[src/rtl/stat2_pkg.sv]
package stat2_pkg;
  localparam logic [7:0] STAT2_ADDR = 8'h06;
  localparam int CR_BIT   = 7;
  localparam int DR_LSB   = 4;
  localparam int OVLD_BIT = 0;

  typedef enum logic [2:0] {
    DR_BAND0 = 3'b000,
    DR_BAND1 = 3'b001
  } dr_band_e;

  function automatic logic [7:0] pack_stat2(input logic cr, input dr_band_e dr, input logic ov);
    logic [7:0] b;
    b = '0;
    b[CR_BIT] = cr;
    b[DR_LSB +: 3] = dr;
    b[OVLD_BIT] = ov;
    return b;
  endfunction
endpackage

[src/rtl/chg_rate_flag.sv]
module chg_rate_flag #(
  parameter int TICKS   = 1000000,
  parameter int MIN_CNT = 2
) (
  input  logic clk,
  input  logic rst_n,
  input  logic chg_start,
  input  logic chg_pulse,
  output logic fast_q
);
  localparam int TW = (TICKS > 2) ? $clog2(TICKS) : 1;
  localparam int CW = $clog2(MIN_CNT + 1);

  logic [TW-1:0] sec_q, sec_d;
  logic [CW-1:0] pc_q, pc_d, pc_inc;
  logic          fast_d, win_end, pc_sat;

  always_comb begin
    win_end = (sec_q == TW'(TICKS - 1));
    pc_sat  = (pc_q == CW'(MIN_CNT));
    pc_inc  = pc_q + CW'(chg_pulse && !pc_sat);
    sec_d   = sec_q + TW'(1);
    pc_d    = pc_inc;
    fast_d  = fast_q;
    if (chg_start) begin
      sec_d  = '0;
      pc_d   = '0;
      fast_d = 1'b1;
    end else if (win_end) begin
      sec_d = '0;
      pc_d  = '0;
      if (pc_inc < CW'(MIN_CNT)) fast_d = 1'b0;
    end
  end

  always_ff @(posedge clk or negedge rst_n) begin
    if (!rst_n) begin
      sec_q  <= '0;
      pc_q   <= '0;
      fast_q <= 1'b0;
    end else begin
      sec_q  <= sec_d;
      pc_q   <= pc_d;
      fast_q <= fast_d;
    end
  end
endmodule

[src/rtl/sense_bands.sv]
module sense_bands
  import stat2_pkg::*;
#(
  parameter int SNS_W      = 16,
  parameter int DR_TH_MV   = -150,
  parameter int OVLD_TH_MV = -250
) (
  input  logic                    clk,
  input  logic                    rst_n,
  input  logic signed [SNS_W-1:0] sns_mv,
  input  logic                    sns_vld,
  output dr_band_e                dr_q,
  output logic                    ovld_q,
  output logic                    ovld_nxt
);
  localparam logic signed [SNS_W-1:0] DR_TH = SNS_W'(DR_TH_MV);
  localparam logic signed [SNS_W-1:0] OV_TH = SNS_W'(OVLD_TH_MV);

  dr_band_e dr_d;

  always_comb begin
    dr_d     = dr_q;
    ovld_nxt = ovld_q;
    if (sns_vld) begin
      dr_d     = (sns_mv < DR_TH) ? DR_BAND1 : DR_BAND0;
      ovld_nxt = (sns_mv < OV_TH);
    end
  end

  always_ff @(posedge clk or negedge rst_n) begin
    if (!rst_n) begin
      dr_q   <= DR_BAND0;
      ovld_q <= 1'b0;
    end else begin
      dr_q   <= dr_d;
      ovld_q <= ovld_nxt;
    end
  end
endmodule

[src/rtl/eod_holdoff.sv]
module eod_holdoff #(
  parameter int HOLD_CYC = 500000
) (
  input  logic clk,
  input  logic rst_n,
  input  logic ovld_q,
  input  logic ovld_nxt,
  output logic smp_en
);
  localparam int HW = $clog2(HOLD_CYC + 1);

  logic [HW-1:0] cnt_q, cnt_d;

  always_comb begin
    cnt_d = cnt_q;
    if (ovld_q && !ovld_nxt)  cnt_d = HW'(HOLD_CYC);
    else if (ovld_q)          cnt_d = '0;
    else if (cnt_q != '0)     cnt_d = cnt_q - HW'(1);
  end

  always_ff @(posedge clk or negedge rst_n) begin
    if (!rst_n) cnt_q <= '0;
    else        cnt_q <= cnt_d;
  end

  assign smp_en = !ovld_q && (cnt_q == '0);
endmodule

[src/rtl/chg_dis_status.sv]
module chg_dis_status
  import stat2_pkg::*;
#(
  parameter int CLK_HZ       = 1000000,
  parameter int SNS_W        = 16,
  parameter int ADDR_W       = 8,
  parameter int FAST_MIN_CNT = 2,
  parameter int DR_TH_MV     = -150,
  parameter int OVLD_TH_MV   = -250
) (
  input  logic                    clk,
  input  logic                    rst_n,
  input  logic signed [SNS_W-1:0] sns_mv,
  input  logic                    sns_vld,
  input  logic                    chg_pulse,
  input  logic                    chg_start,
  input  logic [ADDR_W-1:0]       rd_addr,
  output logic [7:0]              rd_data,
  output logic                    fast_sel,
  output logic                    eod_smp_en
);
  localparam int HOLD_CYC = CLK_HZ / 2;

  logic [1:0] rs_q;
  logic       rst_sync_n;
  logic       cr_flag, ovld_flag, ovld_nxt;
  dr_band_e   dr_code;

  always_ff @(posedge clk or negedge rst_n) begin
    if (!rst_n) rs_q <= '0;
    else        rs_q <= {rs_q[0], 1'b1};
  end
  assign rst_sync_n = rs_q[1];

  chg_rate_flag #(.TICKS(CLK_HZ), .MIN_CNT(FAST_MIN_CNT)) u_rate (
    .clk(clk), .rst_n(rst_sync_n), .chg_start(chg_start),
    .chg_pulse(chg_pulse), .fast_q(cr_flag)
  );

  sense_bands #(.SNS_W(SNS_W), .DR_TH_MV(DR_TH_MV), .OVLD_TH_MV(OVLD_TH_MV)) u_bands (
    .clk(clk), .rst_n(rst_sync_n), .sns_mv(sns_mv), .sns_vld(sns_vld),
    .dr_q(dr_code), .ovld_q(ovld_flag), .ovld_nxt(ovld_nxt)
  );

  eod_holdoff #(.HOLD_CYC(HOLD_CYC)) u_hold (
    .clk(clk), .rst_n(rst_sync_n), .ovld_q(ovld_flag),
    .ovld_nxt(ovld_nxt), .smp_en(eod_smp_en)
  );

  always_comb begin
    rd_data = '0;
    if (rd_addr == ADDR_W'(STAT2_ADDR)) rd_data = pack_stat2(cr_flag, dr_code, ovld_flag);
  end

  assign fast_sel = cr_flag;
endmodule

[config.mk]
export PLATFORM = sky130hd
export DESIGN_NAME = chg_dis_status
export DESIGN_NICKNAME = d
export VERILOG_FILES = /design/src/rtl/stat2_pkg.sv /design/src/rtl/chg_rate_flag.sv /design/src/rtl/sense_bands.sv /design/src/rtl/eod_holdoff.sv /design/src/rtl/chg_dis_status.sv
export SDC_FILE = /design/constraint.sdc
export NUM_CORES = 1
export LEC_CHECK = 0
export BUFFER_PORTS_ARGS = -buffer_cell sky130_fd_sc_hd__buf_4
export CORE_MARGIN = 5
export CORE_UTILIZATION = 30
export DETAILED_ROUTE_END_ITERATION = 10
export PLACE_DENSITY = 0.45
export SYNTH_ARGS = -nofsm -noshare
export SYNTH_HDL_FRONTEND = slang
export SYNTH_SLANG_ARGS = --single-unit
[constraint.sdc]
create_clock -name clk -period 2.4 [get_ports clk]
set_input_delay 0.24 -clock clk [delete_from_list [all_inputs] [get_ports clk]]
set_output_delay 0.24 -clock clk [all_outputs]
set_load 0.05 [all_outputs]
==> impl_metrics.toml <==
[critical_path]
cp_cell_sequence = "or4_4 > nor4_4 > nand2_1 > nor2_4 > buf_6"
crit_buf_inv = 1
start_kind = "flop"
crit_fanout = 4
path_delay_family = "simple AND/OR/NAND/NOR gates"
arrival_ns = 2.02
end_kind = "output pin"
max_stage_delay_ns = 0.58
crit_required_ns = 2.16
worstSetupPathType = "flop to output pin"
cpMaxStageDelayCell = "or4_4"

[detailed_routing]
dr_wl_met2_um = 2500
drtIter0Drc = 27
top_layer = "met4"
routed_wl_um = 4880
vias = 1800
drc_errors = 0
drt_first_pass_iters = 4
wl_met1_um = 2240
wl_per_cell_um = 12.8
met3_length_um = 109
antenna_left = 0
viasPerCell = 4.71

[logic_synthesis]
yosys.area.top_type_share_pct = 48.3
synth_warnings = 0
synthTopCellsByCount = "dfrtp_1 (46), nor2_1 (34), xnor2_1 (16), xor2_1 (16), nand2_1 (12)"
avgSynthCellArea_sq_um = 9.85
synth_ff_type = "dfrtp_1"
yosys.area_share.simple_pct = 24.4
synth_edf_count = 0
synth_most_common_cell = "dfrtp_1"
yosys.area.top_type = "dfrtp_1"
synth-compound-area-share_pct = 9.13
syn_inst = 242
synth_top_family_by_area = "simple AND/OR/NAND/NOR gates"
ys_seq_area_share_pct = 48.3
syn_area_sq_um = 2380
synth-seq-cells = 46
async_reset_ff_share_pct = 100
synthAdderAreaFrac_pct = 1.57
ys_types = 49
synthMuxAreaShare_pct = 0
yosys-top-cells-area = "dfrtp_1 (48%), xnor2_1 (5.9%), xor2_1 (5.9%), nor2_1 (5.4%), nand3_1 (2.1%)"
synthXorXnorAreaFrac_pct = 11.8

[sta]
rsz0062_at_grt = "no"
finClkSkew_ns = 0.00808
setup_viol = 0
clock.fmax_mhz = 443
hold_viol_final = 0
fin_crit_sh_pct = 94.1
fin_crit_ns = 2.26
worstMarginPinSlew_ns = 0.568
drv_slew = 0
timing.setup.tns_ns = 0
slew_headroom_pct = 62.0

[clocking]
clock_latency_ns = 0.29
clock-root-buffer = "clkbuf_8"
cts_setup_buffers = 0
htreeDepth = 2
clk_pin_slew_worst_paths_ns = 0.09
cts_buffers = 5
max-clock-path-buffers = 2
clock_sinks = 46
tritoncts = "yes"

[placed_design]
dp.cells = 373
globalplace.congestion = 0.701
hpwl_um = 3530
port_buffers = 32

[grt]
antenna_found_initial = 0
grt_first_pass_wirelength_um = 8480
grt_pass1_vias = 1811
grt_start_max_net_pins = 28
grt_use_total_pct = 10.6
grt-ovfl-total = 0

[layout]
final_util_pct = 36.8
nFillCells = 801
final_cells = 382
antenna_cells = 0
drive_gt1_share_pct = 19.6
nNetsFinal = 311
area_delta_synth_final_pct = 19.1

[floorplan]
die_h_um = 99.2
die_area_sq_um = 9830
initial_core_util_pct = 30.9
boundaryPins = 39
rows = 32
dieWidth_um = 99.2
core_region_area_sq_um = 7730

[power_and_ir_drop]
peakVddDrop_v = 0.000235
power.density_nw_per_um2 = 855
p_leak_nw = 1.24

[hold_path]
min_path_type = "primary input to flop"

[outcome]
outcome = "completed"

[run]
maxCapViolCount = 0
## state kept, by name, summed over array words and instances (netlist names)
name            cells
u_rate.pc_q         2
u_bands.ovld_q      1
u_rate.fast_q       1
u_hold.cnt_q       19
u_rate.sec_q       20
u_bands.dr_q        1
rs_q                2
## per-layer routing
metal | global-route usage, % | vias to the layer above
met3 | 3.37 | 5
li1 | - | 910
met1 | 13.1 | 870
met5 | 0 | -
met4 | 2.84 | 0
met2 | 18.0 | 15
## cell type report
| cell class | instances | area, sq um | share of cell area (%) |
|---|---|---|---|
| flip-flops and latches | 46 | 1150 | 40.6 |
| multi-input cells | 179 | 1140 | 40.3 |
| repair buffers | 39 | 299 | 10.5 |
| well taps | 102 | 128 | 4.49 |
| clock buffers | 6 | 72.6 | 2.56 |
| inverters | 8 | 30.0 | 1.06 |
| clock inverters | 2 | 13.8 | 0.485 |
## path summary, 6_finish.rpt
| path | start | endpoint | slack, ns | cells after the start |
|---|---|---|---|---|
| worst max-delay path | u_hold.cnt_q[13] | eod_smp_en | 0.14 | 5 |
| worst min-delay path | chg_start | u_rate.sec_q[4] | 0.1 | 2 |
| worst max register to register | u_hold.cnt_q[0] | u_hold.cnt_q[14] | 0.18 | 6 |
| worst min register to register | rs_q[1] | u_rate.pc_q[0] | 0.19 | 0 |
| max in group asynchronous | rs_q[1] | u_hold.cnt_q[5] | 1.51 | 1 |
| min in group asynchronous | rs_q[1] | u_rate.pc_q[0] | 0.19 | 0 |
## report_power, final
part	total, W	internal, W	switching [W]
combinational	0.000892	0.000427	0.000465
sequential	0.00107	0.000914	0.000152
clock	0.000469	0.000206	0.000263
## logic make-up after synthesis
logic type | after synthesis
AO/OA/AOI/OAI | 32
AND/OR/NAND/NOR | 106
adder cells (fa/ha/maj) | 3
XOR/XNOR | 32
flip-flops | 46
buffers and inverters | 21
other | 2
## metrics by stage
| stage | area [sq um] | total power (W) | setup WS (ns) | hold WS [ns] |
|---|---|---|---|---|
| global placement | 2740 | 0.00198 | 0.234 | 0.0232 |
| floorplan | 2400 | 0.00177 | 0.157 | -0.0556 |
| finish | 2840 | 0.00243 | 0.141 | 0.0991 |
| CTS | 2830 | 0.00247 | 0.0706 | 0.0846 |
| detailed placement | 2740 | 0.00197 | 0.199 | 0.0239 |
| global route | 2840 | 0.00263 | 0.0249 | 0.0699 |
## repair_timing
action                                  4_1_cts  5_1_grt
endpoints found under the setup margin        0        1
gates resized for setup                       0        2
hold buffers                                  1        0
hold endpoints to repair                      2        0
## cells in the final DEF (no fill, tap or decap), drive strengths merged, types with 6 or more instances in the layout
cell / n
clkbuf: 6
nor2: 35
xor2: 16
a21oi: 8
nand2: 12
conb: 6
nand4: 7
inv: 8
nand3: 10
xnor2: 16
o21ai: 7
nor4: 7
buf: 38
dfrtp: 46
nor3: 9
Power figures use the tool's default switching activity.
